<file path="config.mk">
export PLATFORM = sky130hd
export DESIGN_NAME = bp_jam_ctrl
export DESIGN_NICKNAME = d
export VERILOG_FILES = /design/src/rtl/bp_pkg.sv /design/src/rtl/bp_level_cmp.sv /design/src/rtl/bp_jam_fsm.sv /design/src/rtl/bp_jam_pattern.sv /design/src/rtl/bp_jam_ctrl.sv
export SDC_FILE = /design/constraint.sdc
export NUM_CORES = 1
export LEC_CHECK = 0
export ABC_AREA = 1
export BUFFER_PORTS_ARGS = -buffer_cell sky130_fd_sc_hd__buf_4
export CELL_PAD_IN_SITES_DETAIL_PLACEMENT = 0
export CELL_PAD_IN_SITES_GLOBAL_PLACEMENT = 1
export CORE_MARGIN = 2
export CORE_UTILIZATION = 27
export DETAILED_ROUTE_END_ITERATION = 12
export PLACE_DENSITY = 0.79
export SYNTH_ARGS = -nofsm -noshare
export SYNTH_HDL_FRONTEND = slang
export SYNTH_HIERARCHICAL = 1
export SYNTH_SLANG_ARGS = --single-unit
export TNS_END_PERCENT = 30
</file>
<file path="constraint.sdc">
create_clock -name clk -period 4.38 [get_ports clk]
set_clock_uncertainty 0.2 [all_clocks]
set_input_delay 0.657 -clock clk [delete_from_list [all_inputs] [get_ports clk]]
set_output_delay 0.657 -clock clk [all_outputs]
set_load 0.005 [all_outputs]
</file>
<file path="src/rtl/bp_pkg.sv">
package bp_pkg;
    typedef enum logic [1:0] {
        BP_IDLE  = 2'd0,
        BP_DRAIN = 2'd1,
        BP_WAIT  = 2'd2,
        BP_JAM   = 2'd3
    } bp_state_e;

    typedef struct packed {
        bp_state_e state;
        logic      jam;
    } bp_regs_t;
endpackage

</file>
<file path="src/rtl/bp_level_cmp.sv">
module bp_level_cmp #(
    parameter int LVL_W = 14
) (
    input  logic [LVL_W-1:0] level,
    input  logic [LVL_W-1:0] thresh,
    input  logic             full,
    output logic             over
);
    // Arming condition: buffer full or level at/above threshold.
    always_comb begin
        over = full | (level >= thresh);
    end
endmodule

</file>
<file path="src/rtl/bp_jam_fsm.sv">
module bp_jam_fsm
    import bp_pkg::*;
(
    input  logic clk,
    input  logic rst_n,
    input  logic half_duplex,
    input  logic over,
    input  logic tx_busy,
    input  logic rx_sof,
    input  logic rx_crs,
    output logic jam_req
);
    bp_regs_t r_d, r_q;

    always_comb begin
        r_d = r_q;
        unique case (r_q.state)
            BP_IDLE: begin
                if (half_duplex && over)
                    r_d.state = tx_busy ? BP_DRAIN : BP_WAIT;
            end
            BP_DRAIN: begin
                if (!half_duplex || !over) r_d.state = BP_IDLE;
                else if (!tx_busy)         r_d.state = BP_WAIT;
            end
            BP_WAIT: begin
                if (!half_duplex || !over) r_d.state = BP_IDLE;
                else if (tx_busy)          r_d.state = BP_DRAIN;
                else if (rx_sof)           r_d.state = BP_JAM;
            end
            BP_JAM: begin
                if (!half_duplex || (!over && !rx_crs)) r_d.state = BP_IDLE;
            end
            default: r_d.state = BP_IDLE;
        endcase
        r_d.jam = (r_d.state == BP_JAM);
    end

    always_ff @(posedge clk) begin
        if (!rst_n) begin
            r_q.state <= BP_IDLE;
            r_q.jam   <= 1'b0;
        end else begin
            r_q <= r_d;
        end
    end

    assign jam_req = r_q.jam;

    assert_fd_blocks_jam_R3: assert property (@(posedge clk) disable iff (!rst_n)
        !half_duplex |=> !jam_req);

    assert_jam_after_sof_R5: assert property (@(posedge clk) disable iff (!rst_n)
        $rose(jam_req) |-> $past(rx_sof));

    assert_no_jam_from_tx_R4: assert property (@(posedge clk) disable iff (!rst_n)
        $rose(jam_req) |-> !$past(tx_busy));

    assert_jam_holds_R6: assert property (@(posedge clk) disable iff (!rst_n)
        (jam_req && half_duplex && (rx_crs || over)) |=> jam_req);

    assert_disarm_R7: assert property (@(posedge clk) disable iff (!rst_n)
        (r_q.state == BP_WAIT && !over) |=> (r_q.state == BP_IDLE && !jam_req));
endmodule

</file>
<file path="src/rtl/bp_jam_pattern.sv">
module bp_jam_pattern #(
    parameter int DATA_W = 4
) (
    input  logic              jam_req,
    output logic [DATA_W-1:0] jam_data
);
    for (genvar i = 0; i < DATA_W; i++) begin : g_lane
        localparam logic ODD = ((i % 2) == 1);
        assign jam_data[i] = jam_req & ODD;
    end
endmodule

</file>
<file path="src/rtl/bp_jam_ctrl.sv">
module bp_jam_ctrl #(
    parameter int LVL_W  = 14,
    parameter int DATA_W = 4
) (
    input  logic              clk,
    input  logic              rst_n,
    input  logic              half_duplex,
    input  logic [LVL_W-1:0]  rx_level,
    input  logic [LVL_W-1:0]  rx_thresh,
    input  logic              rx_full,
    input  logic              tx_busy,
    input  logic              rx_sof,
    input  logic              rx_crs,
    output logic              jam_req,
    output logic [DATA_W-1:0] jam_data
);
    logic over;

    bp_level_cmp #(.LVL_W(LVL_W)) u_cmp (
        .level (rx_level),
        .thresh(rx_thresh),
        .full  (rx_full),
        .over  (over)
    );

    bp_jam_fsm u_fsm (
        .clk        (clk),
        .rst_n      (rst_n),
        .half_duplex(half_duplex),
        .over       (over),
        .tx_busy    (tx_busy),
        .rx_sof     (rx_sof),
        .rx_crs     (rx_crs),
        .jam_req    (jam_req)
    );

    bp_jam_pattern #(.DATA_W(DATA_W)) u_pat (
        .jam_req (jam_req),
        .jam_data(jam_data)
    );

    assert_idle_data_R8: assert property (@(posedge clk) disable iff (!rst_n)
        !jam_req |-> (jam_data == '0));
endmodule

</file>
# ---- Word level (Yosys, flattened, before mapping)
# Cells that the tools add are included.
dict set report classes {
  n_lt_le_gt_ge 1
  eq_ne 4
  mux 9
  bitwise_logic 1
  reduce_logical 8
}
# cell n
set op_table {}
lappend op_table {{$mux 2} 8}
lappend op_table {{$ge 14x14->1} 1}
lappend op_table {{$pmux 2 s4} 1}
lappend op_table {{$eq 2x2->1 const B} 3}
lappend op_table {{$logic_not 1->1} 3}
lappend op_table {{$eq 2x1->1 const B} 1}
lappend op_table {{$logic_and 1x1->1} 2}
lappend op_table {{$logic_not 2->1} 1}
lappend op_table {{$logic_or 1x1->1} 2}
lappend op_table {{$or 1x1->1} 1}
dict set report totals {
  reg_bits 3
  output_inout_bits 5
  wordCells 25
}

# ---- Depth between registers and ports, before layout
# Gate-level depths: netlist of the first run.
dict set report depth {
  depth_word 8
  ltp_mapped 15
  mapped_depth_nobuf 15
}

# ---- Cells and area by module
# Netlist of the first run, hierarchy kept.
# mod instances cells_per_inst area_each_um2
set modules_own_cells {}
lappend modules_own_cells {bp_level_cmp 1 72 406.6}
lappend modules_own_cells {bp_jam_fsm 1 27 158.9}
lappend modules_own_cells {bp_jam_pattern 1 5 33.8}

# ---- Worst setup path before layout of the first run
# OpenSTA, ideal clock, no wires.
dict set report synth_path {
  path_type {input -> register}
  start {input port rx_thresh[13]}
  end {register u_fsm.r_q, in the netlist u_fsm/jam_req}
  arrival_ns 1.759
  setup_slack_ns 2.357
  path_stages 14
  n_path_buf 0
  path_cell_list {inv_1 ha_1 nand2_1 nor2_2 nand2_2 nor2_2 nand2_1 nand3_1 nand2_2 nand2_1 nand2_2 nand2_1 nand2_1 nor2_1}
}
dict set report synth_via {
  elab_chain_cells 8
  elab_cells_between_ends 13
}
# item line
set synth_rtl {}
lappend synth_rtl {{start, declared} bp_jam_ctrl.sv:9} ;# input logic [LVL_W-1:0] rx_thresh,
lappend synth_rtl {{$ge 14x14->1 *} bp_level_cmp.sv:11} ;# over = full | (level >= thresh);
lappend synth_rtl {{$or 1x1->1 *} bp_level_cmp.sv:11}
lappend synth_rtl {{via over} bp_jam_ctrl.sv:17} ;# logic over;
lappend synth_rtl {{$logic_not 1->1} {bp_jam_fsm.sv:23, bp_jam_fsm.sv:27, bp_jam_fsm.sv:32}}
lappend synth_rtl {{$logic_and 1x1->1} bp_jam_fsm.sv:32} ;# if (!half_duplex || (!over && !rx_crs)) r_d.state = BP_IDLE;
lappend synth_rtl {{$logic_or 1x1->1} bp_jam_fsm.sv:32}
lappend synth_rtl {{$mux 2} bp_jam_fsm.sv:32}
lappend synth_rtl {{$pmux 2 s4 *} bp_jam_fsm.sv:17} ;# unique case (r_q.state)
lappend synth_rtl {{$eq 2x2->1 *} bp_jam_fsm.sv:36} ;# r_d.jam = (r_d.state == BP_JAM);
lappend synth_rtl {{end signal, assigned} bp_jam_fsm.sv:44} ;# r_q <= r_d;
lappend synth_rtl {{end, declared} bp_jam_fsm.sv:13} ;# bp_regs_t r_d, r_q;
# Mark *: on every way through the listed nets, which the timed path passes. The rest lies on a longest branch.
# A chain may end at the register's enable or synchronous reset.

# ---- Worst setup path after layout of the first run
dict set report layout_path {
  start {input port rx_level[13]}
  end {register u_fsm.r_q, in the netlist u_fsm/jam_req}
}
dict set report layout_via {
  elab_chain_cells 8
  elab_cells_between_ends 13
}
# item line
set layout_rtl {}
lappend layout_rtl {{start, declared} bp_jam_ctrl.sv:8} ;# input logic [LVL_W-1:0] rx_level,
lappend layout_rtl {{$ge 14x14->1 *} bp_level_cmp.sv:11}
lappend layout_rtl {{$or 1x1->1 *} bp_level_cmp.sv:11}
lappend layout_rtl {{via over} bp_jam_ctrl.sv:17}
lappend layout_rtl {{$logic_not 1->1} {bp_jam_fsm.sv:23, bp_jam_fsm.sv:27, bp_jam_fsm.sv:32}}
lappend layout_rtl {{$logic_and 1x1->1} bp_jam_fsm.sv:32}
lappend layout_rtl {{$logic_or 1x1->1} bp_jam_fsm.sv:32}
lappend layout_rtl {{$mux 2} bp_jam_fsm.sv:32}
lappend layout_rtl {{$pmux 2 s4 *} bp_jam_fsm.sv:17}
lappend layout_rtl {{$eq 2x2->1 *} bp_jam_fsm.sv:36}
# Marks and branches as above.

==> results of run 1 <==
==> synthesized netlist by cell type <==
master / count / area share
nand2_1: 32 / 0.20
inv_1: 27 / 0.17
ha_1: 14 / 0.29
nor2_1: 10 / 0.063
nand3_1: 5 / 0.042
buf_4: 4 / 0.050
a21oi_1: 3 / 0.025
dfxtp_1: 3 / 0.10
nand2_2: 3 / 0.031
nor2_2: 2 / 0.021
conb_1: 1 / 0.0063
==> power breakdown <==
group	total [mW]	switching (mW)	internal [mW]
logic	0.0597	0.0254	0.0343
clock network	0.0474	0.0133	0.0341
registers	0.0290	0.000467	0.0285
total	0.136	0.0392	0.0968
==> layer usage <==
layer | vias to the layer above | wire length (um) | GRT usage
met5 | - | 0 | 0
met4 | 0 | 0 | 0
met3 | 0 | 116 | 0.04386
met2 | 24 | 522 | 0.1775
met1 | 269 | 456 | 0.1009
li1 | 377 | - | -
==> per-stage QoR <==
| stage | hold slack (ns) | utilization |
|---|---|---|
| after detailed placement | 0.4424 | 0.4123 |
| after floorplan | 0.3810 | - |
| after global placement | 0.4333 | 0.4123 |
| after global routing | 0.4569 | 0.4246 |
| final | 0.4347 | 0.4246 |
| after CTS | 0.4179 | 0.4246 |
==> worst min-delay path by stage <==
stage	from	end	slack [ns]	depth (start not counted)
2_1_floorplan	u_fsm/r_q[2]$_SDFF_PN0_	u_fsm/r_q[2]$_SDFF_PN0_	0.38	5
3_3_place_gp	u_fsm/r_q[1]$_SDFF_PN0_	u_fsm/r_q[1]$_SDFF_PN0_	0.43	5
3_5_place_dp	u_fsm/r_q[1]$_SDFF_PN0_	u_fsm/r_q[1]$_SDFF_PN0_	0.44	5
4_1_cts	rst_n	u_fsm/r_q[1]$_SDFF_PN0_	0.42	3
5_1_grt	rst_n	u_fsm/r_q[1]$_SDFF_PN0_	0.46	3
6_report	rst_n	u_fsm/r_q[1]$_SDFF_PN0_	0.43	3
==> cells by family after synthesis <==
kind of cell             after synthesis  share of synthesized area
AO/OA/AOI/OAI                          3                    0.02504
adder cells (fa/ha/maj)               14                     0.2923
buffers and inverters                 31                     0.2192
flip-flops                             3                     0.1002
other                                  1                   0.006257
AND/OR/NAND/NOR                       52                     0.3570
==> sequential cells by signal, indices dropped and copies added (netlist names) <==
| signal | flops |
|---|---|
| u_fsm/jam_req | 1 |
| u_fsm/r_q | 2 |
==> worst min-delay path: stages <==
cell and delay (ns):
buf_4 0.08, nand2_1 0.05, inv_1 0.04
==> cell type report <==
cell class / count / area [um^2] / area share
Multi-Input combinational cell: 71 / 411.6 / 0.4513
Timing Repair Buffer: 37 / 277.8 / 0.3045
Inverter: 27 / 101.3 / 0.1111
Sequential cell: 3 / 60.06 / 0.06584
Tap cell: 28 / 35.03 / 0.03841
Clock buffer: 4 / 26.28 / 0.02881
==> out/metrics.cfg, run 1 <==
[power]
p_per_area_mw_per_mm2=149.1
leakagePower_nw=0.6072
ir_worst_vdd_mv=0.1653
power_uw=136.0

[status]
status=completed

[cells_and_area]
nets=192
fin_cells=170
n_fill_cell=246
final_common_cell=buf_4
area.growth.synth_to_final_pct=52.19
diodes=0
drive_gt1_frac=0.3169
mostFrequentLayoutCells=buf_4 (37), nand2_1 (32), inv_1 (27)
final_area_um2=912.1

[setup_path]
rr_endpoint=u_fsm/jam_req$_SDFF_PN0_
crit_family=simple AND/OR/NAND/NOR gates
r2r_cells=6
cpMostUsedCell=nand2_1
crit_path_end_kind=flip-flop
critPathArrivalTime_ns=1.97
endpoint=u_fsm/jam_req$_SDFF_PN0_
r2r-start=u_fsm/r_q[1]$_SDFF_PN0_
crit_start=rx_level[13]
criticalPathCategory=input pin to flip-flop
slowest_delay_ns=0.29
required_ns=4.35
path_cells=buf_4 > ha_1 > nand2_1 > nor2_2 > nand2_2 > nor2_2 > nand2_1 > nand3_1 > nand2_2 > nor2_1 > nand2_1 > nand2_1 > nand2_1 > nor2_1
critPathSlowestCell=ha_1
cp_num_cells=14
start_kind=input pin
crit_fanout=4
r2r_setup_slack_ns=3.34
path_buf_inv=1

[logic_synthesis]
yosysSeqAreaShare=0.1002
synth-seq-cells=3
avgSynthCellArea_um2=5.763
syn-cell-area_um2=599.3
syn_inst=104
synth.distinct_cells=11
yosys_warnings=6

[routing]
drt-total-wl_um=1095
vias=670
drt_pre_antenna_iters=2
ant_nets=0
drtIter0Drc=9
wl_per_cell_um=6.441
drc_errors=0
vias_per_cell=3.941

[clocking]
hold_buffers=0
insertion_delay_ns=0.23
numCtsBuffers=3
cts_setup_buffers=0
cts.sinks=3
cts_max_path_buffers=2
cts_resized=0
clk_pin_slew_ns=0.03
clockRootBuffer=clkbuf_4
htree_levels=1
cts_tree=done

[place]
postPlaceCellArea_um2=885.9
gp_congestion=0.6692
dpl.cell_count=166
place_ws_ns=2.134
portBuffers=37
dpl.hpwl_um=1048

[timing]
slew_viol_final=0
post-route-period-util=0.4562
fin_ws_ns=2.382
fin_tns_setup_ns=0
hold_violations=0
setup_viol=0
fmax_mhz=500.4
rsz0062_at_grt=no
layout_min_cycle_time_ns=1.998

[floorplanning]
dieArea_mm2=0.002613
core-area_mm2=0.002148
die_w_um=51.12
die_h_um=51.12
io_pins=40
start_util=0.2790
row_count=17

[global_routing]
grtUsageTotal=0.09430
grt_max_degree=5
overflow=0
grt_pass1_wl_um=1973
grt_pass1_vias=569
antenna_found_initial=0

[hold_path]
hp-class=input pin to flip-flop

[flow_run]
max_cap_violations=0

Note: power is estimated with default switching activity, not from simulation.
==> run 2, diff against run 1 <==
Settings changed: CORE_ASPECT_RATIO set to 1.75, CORE_UTILIZATION 27 to 25, PLACE_DENSITY 0.79 to 0.74.
Clock period 4.38 ns to 1.95 ns, I/O delays scaled along.
==> out/metrics.cfg, run 2 (synthesized netlist as in run 1, its figures left out) <==
[status]
status=completed

[floorplanning]
io_pins=40
start_util=0.2636
row_count=23
core-area_mm2=0.002273
die_w_um=41.01
die_h_um=68.77
dieArea_mm2=0.002820

[cells_and_area]
n_fill_cell=260
diodes=0
area.growth.synth_to_final_pct=54.70
nets=192
drive_gt1_frac=0.3169
fin_cells=167
mostFrequentLayoutCells=buf_4 (37), nand2_1 (32), inv_1 (27)
final_common_cell=buf_4
largest_reg_flops=2
max_flop_register=u_fsm/r_q

[timing]
fin_tns_setup_ns=0
fmax_mhz=596.0
setup_viol=0
fin_ws_ns=0.2720
post-route-period-util=0.8605
slew_viol_final=0
rsz0062_at_grt=no
layout_min_cycle_time_ns=1.678
hold_violations=0

[power]
clkPwrFrac=0.468
combinationalPowerShare=0.359
ir_worst_vdd_mv=0.1603
seqPwrFrac=0.173
p_per_area_mw_per_mm2=407.7
p_int_uw=280.4
switching_share=0.2580
switching_power_uw=97.51
leakagePower_nw=0.6150

[setup_path]
crit_fanout=4
path_cells=buf_4 > ha_1 > nand2_1 > nor2_2 > nand2_2 > nor2_2 > nand2_1 > nand3_1 > nand2_2 > inv_1 > nand3_1 > nand3_1 > nand2_1 > inv_1
criticalPathCategory=input pin to flip-flop
start_kind=input pin
path_buf_inv=3
crit_path_end_kind=flip-flop
crit_family=simple AND/OR/NAND/NOR gates
critPathSlowestCell=ha_1
slowest_delay_ns=0.28
required_ns=1.91
critPathArrivalTime_ns=1.63

[routing]
wl_per_cell_um=7.707
drc_errors=0
drtIter0Drc=1
vias_per_cell=4.096
ant_nets=0
vias=684
drt-total-wl_um=1287
drt_pre_antenna_iters=2

[global_routing]
grt_pass1_vias=653
antenna_found_initial=0
grtUsageTotal=0.1014
grt_max_degree=5
overflow=0
grt_pass1_wl_um=2132

[place]
dpl.cell_count=163
portBuffers=37
place_ws_ns=0.06085
dpl.hpwl_um=1198
gp_congestion=0.6558

[clocking]
htree_levels=1
cts_tree=done
cts_max_path_buffers=2
insertion_delay_ns=0.21
cts.sinks=3
hold_buffers=0
numCtsBuffers=3
cts_resized=0
clockRootBuffer=clkbuf_8
clk_pin_slew_ns=0.03
cts_setup_buffers=0

[hold_path]
hp-class=input pin to flip-flop

[flow_run]
max_cap_violations=0

-- run 2: worst paths after layout --
path / from / end / slack, ns / depth (start not counted)
max reg2reg: u_fsm/r_q[1]$_SDFF_PN0_ / u_fsm/r_q[1]$_SDFF_PN0_ / 0.90 / 6
min: rst_n / u_fsm/r_q[1]$_SDFF_PN0_ / 0.09 / 3
max: rx_level[13] / u_fsm/r_q[1]$_SDFF_PN0_ / 0.27 / 14
min reg2reg: u_fsm/r_q[1]$_SDFF_PN0_ / u_fsm/jam_req$_SDFF_PN0_ / 0.45 / 5
-- run 2: per-stage QoR --
stage	hold slack, ns	power [mW]	utilization	cell area (um^2)
floorplan	0.1901	0.1393	-	603.1
global placement	0.2860	0.2013	0.3880	882.1
detailed placement	0.2891	0.2043	0.3880	882.1
CTS	0.09598	0.3832	0.4078	927.1
global route	0.1127	0.4108	0.4078	927.1
finish	0.09455	0.3780	0.4078	927.1
-- run 2: cell type report --
type	count	area (um^2)	share of cell area
Multi-Input combinational cell	71	411.6	0.4440
Clock buffer	4	45.04	0.04858
Tap cell	25	31.28	0.03374
Inverter	27	101.3	0.1093
Sequential cell	3	60.06	0.06478
Timing Repair Buffer	37	277.8	0.2996
-- run 2: power by group through the flow --
stage | registers [mW] | clock network (mW) | logic, mW
2_1_floorplan | 0.0658 | 0 | 0.0735
3_3_place_gp | 0.0661 | 0 | 0.135
3_5_place_dp | 0.0662 | 0 | 0.138
4_1_cts | 0.0654 | 0.179 | 0.139
5_1_grt | 0.0658 | 0.185 | 0.160
6_report | 0.0653 | 0.177 | 0.136
-- run 2: layer usage --
metal	part of all wire	wire [um]	GRT usage
met3	0.070	90	0.003205
met2	0.60	770	0.2168
met4	0	0	0.01250
met1	0.33	426	0.09533
met5	0	0	0
-- run 2: worst register-to-register path: cells and delay by family (launching register included) --
family,cells,cell delay [ns]
buffers and inverters,2,0.10
flip-flops,1,0.30
AND/OR/NAND/NOR,4,0.34
